### src/rtl/rx_link_bringup_pkg.sv
package rx_link_bringup_pkg;

  typedef enum logic [2:0] {
    ST_CLK_RESET  = 3'd0,
    ST_CLK_SETTLE = 3'd1,
    ST_ALIGN_WAIT = 3'd2,
    ST_FIFO_FLUSH = 3'd3,
    ST_RUN        = 3'd4
  } seq_state_e;

  function automatic int unsigned div_ceil(input int unsigned num, input int unsigned den);
    return (num + den - 1) / den;
  endfunction

  function automatic int unsigned max3(input int unsigned a, input int unsigned b,
                                       input int unsigned c);
    int unsigned m;
    m = (a > b) ? a : b;
    return (m > c) ? m : c;
  endfunction

endpackage

### src/rtl/lock_stability_filter.sv
// Counts consecutive high samples of a lock input; any low sample or a clear
// restarts the count. Reports stable once the run reaches RUN_CYCLES.
module lock_stability_filter #(
  parameter int unsigned RUN_CYCLES = 1024
) (
  input  logic clk,
  input  logic rst,
  input  logic clr,
  input  logic lock_in,
  output logic stable
);
  localparam int unsigned CW = $clog2(RUN_CYCLES + 1);
  localparam logic [CW-1:0] TARGET = CW'(RUN_CYCLES);

  logic [CW-1:0] run_q;

  always_ff @(posedge clk) begin
    if (rst || clr || !lock_in) begin
      run_q <= '0;
    end else if (run_q != TARGET) begin
      run_q <= run_q + 1'b1;
    end
  end

  assign stable = (run_q == TARGET);

endmodule

### src/rtl/seq_interval_timer.sv
// Shared up-counter that measures time spent in the current state.
module seq_interval_timer #(
  parameter int unsigned TW = 8
) (
  input  logic          clk,
  input  logic          rst,
  input  logic          clr,
  output logic [TW-1:0] elapsed
);
  always_ff @(posedge clk) begin
    if (rst || clr) begin
      elapsed <= '0;
    end else if (elapsed != {TW{1'b1}}) begin
      elapsed <= elapsed + 1'b1;
    end
  end
endmodule

### src/rtl/bringup_ctrl_fsm.sv
// Ordering state machine with registered outputs.
module bringup_ctrl_fsm
  import rx_link_bringup_pkg::*;
#(
  parameter int unsigned HOLD_CYCLES    = 2,
  parameter int unsigned FLUSH_CYCLES   = 4,
  parameter int unsigned TIMEOUT_CYCLES = 65536,
  parameter int unsigned TW             = 17
) (
  input  logic          clk,
  input  logic          rst,
  input  logic          start_req,
  input  logic          pll_locked,
  input  logic          lock_stable,
  input  logic          align_locked,
  input  logic [TW-1:0] elapsed,
  output logic          tmr_clr,
  output logic          pll_rst,
  output logic          align_rst,
  output logic          fifo_rst,
  output logic          link_ready,
  output logic          align_timeout
);
  localparam logic [TW-1:0] HOLD_LAST    = TW'(HOLD_CYCLES - 1);
  localparam logic [TW-1:0] FLUSH_LAST   = TW'(FLUSH_CYCLES - 1);
  localparam logic [TW-1:0] TIMEOUT_LAST = TW'(TIMEOUT_CYCLES - 1);

  seq_state_e state_q, state_d;
  logic       expire;

  always_comb begin
    state_d = state_q;
    expire  = 1'b0;
    if (start_req) begin
      state_d = ST_CLK_RESET;
    end else begin
      unique case (state_q)
        ST_CLK_RESET: begin
          if (elapsed == HOLD_LAST) state_d = ST_CLK_SETTLE;
        end
        ST_CLK_SETTLE: begin
          if (lock_stable) state_d = ST_ALIGN_WAIT;
        end
        ST_ALIGN_WAIT: begin
          // lock loss first, then alignment lock, then the window limit
          if (!pll_locked) begin
            state_d = ST_CLK_RESET;
          end else if (align_locked) begin
            state_d = ST_FIFO_FLUSH;
          end else if (elapsed == TIMEOUT_LAST) begin
            state_d = ST_CLK_RESET;
            expire  = 1'b1;
          end
        end
        ST_FIFO_FLUSH: begin
          if (!pll_locked) begin
            state_d = ST_CLK_RESET;
          end else if (elapsed == FLUSH_LAST) begin
            state_d = ST_RUN;
          end
        end
        ST_RUN: begin
          if (!pll_locked) state_d = ST_CLK_RESET;
        end
        default: state_d = ST_CLK_RESET;
      endcase
    end
  end

  assign tmr_clr = start_req || (state_d != state_q);

  always_ff @(posedge clk) begin
    if (rst) begin
      state_q       <= ST_CLK_RESET;
      pll_rst       <= 1'b1;
      align_rst     <= 1'b1;
      fifo_rst      <= 1'b0;
      link_ready    <= 1'b0;
      align_timeout <= 1'b0;
    end else begin
      state_q    <= state_d;
      pll_rst    <= (state_d == ST_CLK_RESET);
      align_rst  <= (state_d == ST_CLK_RESET) || (state_d == ST_CLK_SETTLE);
      fifo_rst   <= (state_d == ST_FIFO_FLUSH);
      link_ready <= (state_d == ST_RUN);
      if (start_req) begin
        align_timeout <= 1'b0;
      end else if (expire) begin
        align_timeout <= 1'b1;
      end
    end
  end

endmodule

### src/rtl/rx_link_bringup.sv
module rx_link_bringup
  import rx_link_bringup_pkg::*;
#(
  parameter int unsigned CLK_PERIOD_PS        = 5000,
  parameter int unsigned PLL_RST_MIN_PS       = 10000,
  parameter int unsigned LOCK_STABLE_CYCLES   = 1024,
  parameter int unsigned FIFO_RST_CYCLES      = 4,
  parameter int unsigned ALIGN_TIMEOUT_CYCLES = 65536
) (
  input  logic clk,
  input  logic rst,
  input  logic start_req,
  input  logic pll_locked,
  input  logic align_locked,
  output logic pll_rst,
  output logic align_rst,
  output logic fifo_rst,
  output logic link_ready,
  output logic align_timeout
);
  localparam int unsigned RAW_HOLD       = div_ceil(PLL_RST_MIN_PS, CLK_PERIOD_PS);
  localparam int unsigned PLL_RST_CYCLES = (RAW_HOLD < 1) ? 1 : RAW_HOLD;
  localparam int unsigned LONGEST        = max3(PLL_RST_CYCLES, FIFO_RST_CYCLES,
                                                ALIGN_TIMEOUT_CYCLES);
  localparam int unsigned TW             = $clog2(LONGEST + 1);

  logic          lock_stable;
  logic          tmr_clr;
  logic [TW-1:0] elapsed;

  generate
    if (LOCK_STABLE_CYCLES == 0) begin : g_no_filter
      assign lock_stable = pll_locked && !pll_rst;
    end else begin : g_filter
      lock_stability_filter #(
        .RUN_CYCLES(LOCK_STABLE_CYCLES)
      ) u_filter (
        .clk    (clk),
        .rst    (rst),
        .clr    (pll_rst),
        .lock_in(pll_locked),
        .stable (lock_stable)
      );
    end
  endgenerate

  seq_interval_timer #(
    .TW(TW)
  ) u_timer (
    .clk    (clk),
    .rst    (rst),
    .clr    (tmr_clr),
    .elapsed(elapsed)
  );

  bringup_ctrl_fsm #(
    .HOLD_CYCLES   (PLL_RST_CYCLES),
    .FLUSH_CYCLES  (FIFO_RST_CYCLES),
    .TIMEOUT_CYCLES(ALIGN_TIMEOUT_CYCLES),
    .TW            (TW)
  ) u_fsm (
    .clk          (clk),
    .rst          (rst),
    .start_req    (start_req),
    .pll_locked   (pll_locked),
    .lock_stable  (lock_stable),
    .align_locked (align_locked),
    .elapsed      (elapsed),
    .tmr_clr      (tmr_clr),
    .pll_rst      (pll_rst),
    .align_rst    (align_rst),
    .fifo_rst     (fifo_rst),
    .link_ready   (link_ready),
    .align_timeout(align_timeout)
  );

endmodule

### config.mk
export PLATFORM = sky130hd
export DESIGN_NAME = rx_link_bringup
export DESIGN_NICKNAME = d
export VERILOG_FILES = /design/src/rtl/rx_link_bringup_pkg.sv /design/src/rtl/lock_stability_filter.sv /design/src/rtl/seq_interval_timer.sv /design/src/rtl/bringup_ctrl_fsm.sv /design/src/rtl/rx_link_bringup.sv
export SDC_FILE = /design/constraint.sdc
export NUM_CORES = 1
export LEC_CHECK = 0
export BUFFER_PORTS_ARGS = -buffer_cell sky130_fd_sc_hd__buf_2
export CORE_UTILIZATION = 25
export DETAILED_ROUTE_END_ITERATION = 8
export PLACE_DENSITY = 0.44
export SKIP_LAST_GASP = 1
export SLEW_MARGIN = 20
export SYNTH_ARGS = -nofsm -noshare
export SYNTH_HDL_FRONTEND = slang
export SYNTH_HIERARCHICAL = 1
export SYNTH_SLANG_ARGS = --single-unit
### constraint.sdc
create_clock -name clk -period 3 [get_ports clk]
set_input_delay 0.3 -clock clk [delete_from_list [all_inputs] [get_ports clk]]
set_output_delay 0.3 -clock clk [all_outputs]
set_load 0.02 [all_outputs]
==> results of run 1 <==
worst paths after layout:
path | to | slack (ns)
max | u_timer/elapsed[5] | 0.30
min reg2reg | g_filter.u_filter/run_q[10] | 0.49
min | u_fsm/align_timeout | 0.27
max reg2reg | u_timer/elapsed[5] | 0.30
cells in the final DEF, fill, tap and decap left out, drive strengths merged, types with 2 or more instances in the layout:
cell type / synthesis / final
mux2i: 5 / 5
xor2: 4 / 4
nand4: 9 / 9
ha: 4 / 4
clkinv: 0 / 3
and2: 2 / 2
or2: 2 / 2
buf: 1 / 9
nor2b: 3 / 3
nor3b: 2 / 2
or3: 9 / 9
or4b: 3 / 3
dfxtp: 36 / 36
o31ai: 4 / 4
nor2: 25 / 25
nor4: 8 / 8
or4: 3 / 3
a21oi: 12 / 12
nand2: 16 / 16
nor3: 9 / 9
clkbuf: 2 / 5
xnor2: 10 / 10
inv: 10 / 10
nand3: 11 / 11
o21ai: 7 / 7
power by group:
| part | internal [mW] | leakage, nW | switching [mW] |
|---|---|---|---|
| sequential | 0.480 | 0.290 | 0.00420 |
| combinational | 0.0149 | 0.349 | 0.0220 |
| clock | 0.162 | 0.0479 | 0.181 |
cells by family (layout without fill, tap and decap cells):
family          Yosys count  count (layout)  share of synthesized area (%)
simple gates            109             109                           35.5
xor+xnor                 14              14                           6.55
compound gates           32              32                           11.4
flops                    36              36                           38.5
mux                       5               5                           2.67
fa+ha+maj                 4               4                           2.67
buf+inv                  13              27                           2.67
state kept, by name (all words and copies together), names as in the netlist:
| register | count |
|---|---|
| u_timer/elapsed | 17 |
| u_fsm/state_q | 3 |
| u_fsm/link_ready | 1 |
| u_fsm/fifo_rst | 1 |
| u_fsm/align_timeout | 1 |
| u_fsm/pll_rst | 1 |
| u_fsm/align_rst | 1 |
| g_filter.u_filter/run_q | 11 |
final cells by class:
type	instances	area share, %
Multi-Input combinational cell	164	52.1
Tap cell	99	5.85
Sequential cell	36	34.0
Clock buffer	5	3.25
Inverter	10	1.77
Clock inverter	3	0.887
Timing Repair Buffer	9	2.13
worst reg2reg max path, cell delays in order (launching register included):
cell	delay, ns
dfxtp_1	0.36
inv_1	0.09
ha_1	0.13
or4b_4	0.48
nor3_4	0.29
o32a_1	0.19
o22a_1	0.17
and2_2	0.15
o221ai_1	0.13
or2_2	0.47
a21oi_1	0.15
layer usage:
| metal | track usage [%] | vias up |
|---|---|---|
| li1 | - | 804 |
| met5 | 0 | - |
| met4 | 4.84 | 0 |
| met3 | 2.99 | 4 |
| met2 | 16.6 | 27 |
| met1 | 15.7 | 715 |
metrics by stage:
step / utilization [%] / hold slack [ns] / area (µm²) / power [mW] / cells
after global routing: 29.2 / 0.273 / 2120 / 0.912 / 326
after global placement: 28.0 / 0.468 / 2030 / 0.533 / 318
after detailed placement: 28.0 / 0.475 / 2030 / 0.533 / 318
after CTS: 29.2 / 0.261 / 2120 / 0.888 / 326
final: 29.2 / 0.275 / 2120 / 0.864 / 326
after floorplan: - / 0.372 / 1870 / 0.520 / 213
==> impl_metrics.env, run 1 <==
export IMPL_cts_reportedPaths_clkPinSlew_ns=0.08
export IMPL_cts_root_buffer="clkbuf_8"
export IMPL_reg2reg_from="g_filter.u_filter/run_q[0]"
export IMPL_slowest_stage="or4b_4"
export IMPL_grt_ovfl_total=0
export IMPL_end_kind="flip-flop"
export IMPL_cts_sinks=36
export IMPL_cts_made_buffers=5
export IMPL_synth_cell_types=52
export IMPL_reg2reg_depth=10
export IMPL_synth_top_cell_area_share_pct=38.5
export IMPL_critPathBufInv=1
export IMPL_drv_cap=0
export IMPL_synth_edf_count=0
export IMPL_ant_nets=0
export IMPL_grt_max_degree=17
export IMPL_path_max_fanout=16
export IMPL_grtUsageTotal_pct=11.3
export IMPL_cp_required_ns=3.21
export IMPL_yosysWarningCount=6
export IMPL_min_path_cells=2
export IMPL_worst_pin_slew_ns=0.740
export IMPL_crit_arrival_ns=2.91
export IMPL_final_nets=235
export IMPL_finalHoldViolCount=0
export IMPL_port_buffer_count=9
export IMPL_hp_class="in -> reg"
export IMPL_clock_latency_ns=0.29
export IMPL_synth_seq_cells=36
export IMPL_drc=0
export IMPL_fin_crit_ns=2.70
export IMPL_grt_pass1_wl_um=6850
export IMPL_met2_wirelength_um=1710
export IMPL_critPathLaunch="g_filter.u_filter/run_q[0]"
export IMPL_fmax_mhz=370
export IMPL_regArea_um2=721
export IMPL_htree_levels=2
export IMPL_num_vias=1550
export IMPL_critPathTopFamily="simple AND/OR/NAND/NOR gates"
export IMPL_finalCritPeriodShare_pct=90.0
export IMPL_drt_met1_wl_um=2100
export IMPL_grt_antenna_before_repair=0
export IMPL_dpl_hpwl_um=2890
export IMPL_async_flop_share_pct=0
export IMPL_ios=10
export IMPL_fillCellCount=801
export IMPL_synthFlopType="dfxtp_1"
export IMPL_place_ws_ns=0.325
export IMPL_diodes=0
export IMPL_leakagePower_nw=0.687
export IMPL_drt_iter0_drc=62
export IMPL_powerDensity_nw_per_um2=408
export IMPL_die_w_um=88.6
export IMPL_worst_slack_ns=0.301
export IMPL_dieArea_um2=7840
export IMPL_rows=31
export IMPL_peakVddDrop_uv=156
export IMPL_cp_slowest_stage_delay_ns=0.48
export IMPL_synthTopCellsByCount="36 x dfxtp_1, 24 x nor2_1, 16 x nand2_1, 12 x a21oi_1, 10 x xnor2_1"
export IMPL_cp_cell_sequence="inv_1, ha_1, or4b_4, nor3_4, o32a_1, o22a_1, and2_2, o221ai_1, or2_2, a21oi_1"
export IMPL_met3_length_um=130
export IMPL_syn_to_final_growth_pct=13.0
export IMPL_post_cts_buffers=0
export IMPL_holdCritStartpoint="start_req"
export IMPL_core_area_um2=7250
export IMPL_critPathLaunchType="flip-flop"
export IMPL_die_height_um=88.6
export IMPL_highest_signal_layer="met4"
export IMPL_tns_ns=0
export IMPL_grt_pass1_vias=1435
export IMPL_ys_seq_area_share_pct=38.5
export IMPL_rsz0062_at_grt="no"
export IMPL_crit_type="reg -> reg"
export IMPL_holdBufCountCts=0
export IMPL_synth_largest_area_cell="dfxtp_1"
export IMPL_skew_ns=0.0156
export IMPL_slew_viol_final=0
export IMPL_wl_um=3980
export IMPL_synth_most_common_cell="dfxtp_1"
export IMPL_wire_per_inst_um=12.2
export IMPL_synth_fp_nets=222
export IMPL_ctsLongestPathBuffers=2
export IMPL_status="completed"
export IMPL_synth_cells=213
export IMPL_multiInputGateArea_um2=1100
export IMPL_cts_resized=0
export IMPL_max_slew_margin_rel_pct=50.6
export IMPL_tritoncts="built"
export IMPL_netlist_area_um2=1870
export IMPL_gp_congestion=0.816
export IMPL_drt_first_pass_iters=4
export IMPL_start_util_pct=25.8
export IMPL_synth_area_top_cells="dfxtp_1 38%, nor2_1 4.8%, xnor2_1 4.7%"
export IMPL_finalSetupViolCount=0
export IMPL_syn_area_per_cell_um2=8.79
export IMPL_viasPerCell=4.75
export IMPL_drive_gt1_share_pct=16.7
export IMPL_path_depth=10
(Power assumes the default switching activity.)
==> inputs of run 2 (changes only) <==
- CORE_UTILIZATION: 25 -> 39
- PLACE_DENSITY: 0.44 -> 0.6
- clock period: 3 -> 2.5 ns (I/O delays scaled with it)
==> run 2 against run 1 <==
Against the previous run:
- routed wire length decreased by 5.4%
- total power increased by 17%
- clock power increased by 11%
- first-iteration DRC count increased by 29%
- sequential cell count unchanged
- utilization increased by 19 points
- count of clock-buffer cells in the layout increased by 1
- critical endpoint is now u_timer/elapsed[14]
- largest power group unchanged
==> impl_metrics.env, run 2 (synthesis results as in run 1) <==
export IMPL_tritoncts="built"
export IMPL_powerDensity_nw_per_um2=472
export IMPL_finalCritPeriodShare_pct=92.6
export IMPL_dp_cells=274
export IMPL_final_cells=285
export IMPL_p_clk_share_pct=37.8
export IMPL_clock_latency_ns=0.28
export IMPL_p_sw_share_pct=22.3
export IMPL_drt_first_pass_iters=4
export IMPL_combPwrFrac_pct=5.0
export IMPL_fin_crit_ns=2.31
export IMPL_syn_to_final_growth_pct=14.5
export IMPL_peakVddDrop_uv=318
export IMPL_ctsLongestPathBuffers=2
export IMPL_grt_max_degree=17
export IMPL_largest_reg_flops=17
export IMPL_drive_gt1_share_pct=21.0
export IMPL_wl_um=3760
export IMPL_drt_iter0_drc=80
export IMPL_rsz0062_at_grt="yes"
export IMPL_fmax_mhz=432
export IMPL_crit_arrival_ns=2.53
export IMPL_htree_levels=2
export IMPL_leakagePower_nw=0.728
export IMPL_hp_class="in -> reg"
export IMPL_ant_nets=0
export IMPL_slew_viol_final=0
export IMPL_cp_required_ns=2.71
export IMPL_grt_pass1_vias=1449
export IMPL_final_common_cell="dfxtp_1"
export IMPL_top_register="u_timer/elapsed"
export IMPL_power_frac_seq_pct=57.2
export IMPL_status="completed"
export IMPL_viasPerCell=5.57
export IMPL_dieArea_um2=5080
export IMPL_max_slew_margin_rel_pct=48.5
export IMPL_path_max_fanout=4
export IMPL_skew_ns=0.00518
export IMPL_wire_per_inst_um=13.2
export IMPL_grtUsageTotal_pct=16.7
export IMPL_reg_top3="u_timer/elapsed (17), g_filter.u_filter/run_q (11), u_fsm/state_q (3)"
export IMPL_die_height_um=71.3
export IMPL_cts_made_buffers=5
export IMPL_worst_pin_slew_ns=0.771
export IMPL_rows=24
export IMPL_cts_root_buffer="clkbuf_8"
export IMPL_diodes=0
export IMPL_grt_pass1_wl_um=6740
export IMPL_holdBufCountCts=0
export IMPL_internal_power_mw=0.786
export IMPL_cts_reportedPaths_clkPinSlew_ns=0.07
export IMPL_ios=10
export IMPL_gp_congestion=0.834
export IMPL_port_buffer_count=9
export IMPL_finalSetupViolCount=0
export IMPL_crit_type="reg -> reg"
export IMPL_end_kind="flip-flop"
export IMPL_grt_ovfl_total=0
export IMPL_grt_antenna_before_repair=0
export IMPL_die_w_um=71.3
export IMPL_finalHoldViolCount=0
export IMPL_drv_cap=0
export IMPL_cts_sinks=36
export IMPL_hold_slack_ns=0.215
export IMPL_tns_ns=0
export IMPL_critPathLaunchType="flip-flop"
export IMPL_num_vias=1587
export IMPL_drc=0
export IMPL_dpl_hpwl_um=2700
export IMPL_core_area_um2=4470
export IMPL_start_util_pct=41.9
export IMPL_final_nets=242
export IMPL_switchingPower_mw=0.226
export IMPL_most_common_layout_cells="34 x dfxtp_1, 24 x nor2_1, 16 x nand2_1"
[run 2: worst paths after layout]
check | startpoint | to | slack [ns] | cells after the start
setup / recovery | g_filter.u_filter/run_q[1] | u_timer/elapsed[14] | 0.19 | 10
setup reg to reg | g_filter.u_filter/run_q[1] | u_timer/elapsed[14] | 0.19 | 10
hold reg to reg | g_filter.u_filter/run_q[10] | g_filter.u_filter/run_q[10] | 0.49 | 2
hold / removal | start_req | u_fsm/align_timeout | 0.21 | 2
[run 2: what timing repair did]
item,CTS,global route
setup endpoints to repair,0,14
resized for setup,0,7
setup buffers,0,4
[run 2: critical path: stages (launching register included)]
cell	delay [ns]
dfxtp_4	0.35
inv_2	0.06
ha_4	0.11
or4b_4	0.47
nor3_4	0.18
o32a_1	0.16
o22a_1	0.17
and2_4	0.16
o221ai_4	0.09
or3_1	0.38
mux2i_1	0.12
[run 2: per-stage QoR]
stage | instance area (µm²) | power [mW] | setup WS (ns) | utilization (%)
after detailed placement | 2010 | 0.642 | 0.140 | 44.8
after global routing | 2140 | 1.06 | 0.00252 | 47.9
after floorplan | 1910 | 0.632 | 0.00530 | -
after CTS | 2080 | 1.03 | 0.126 | 46.6
final | 2140 | 1.01 | 0.186 | 47.9
after global placement | 2010 | 0.641 | 0.187 | 44.8
[run 2: area by class of cell]
type	count	area (µm²)
inverter	10	40.0
clock buffer	6	72.6
sequential	36	728
timing repair buffer	16	97.6
multi-input combinational	164	1140
fill	430	2330
clock inverter	1	5.00
tap	52	65.1
[run 2: per-layer routing]
layer  vias up  global-route usage [%]  part of all wire (%)
met5         -                       0                     0
met4         0                    6.67                   1.1
met3         4                    3.38                   4.5
met2        39                    26.6                    46
met1       730                    22.1                    48
li1        814                       -                     -
[run 2: power by group through the flow]
| stage | logic, mW | registers, mW | clock network [mW] |
|---|---|---|---|
| after floorplan | 0.0373 | 0.594 | 0 |
| after global placement | 0.0468 | 0.594 | 0 |
| after detailed placement | 0.0471 | 0.595 | 0 |
| after CTS | 0.0471 | 0.581 | 0.398 |
| after global routing | 0.0563 | 0.579 | 0.426 |
| final | 0.0506 | 0.579 | 0.382 |
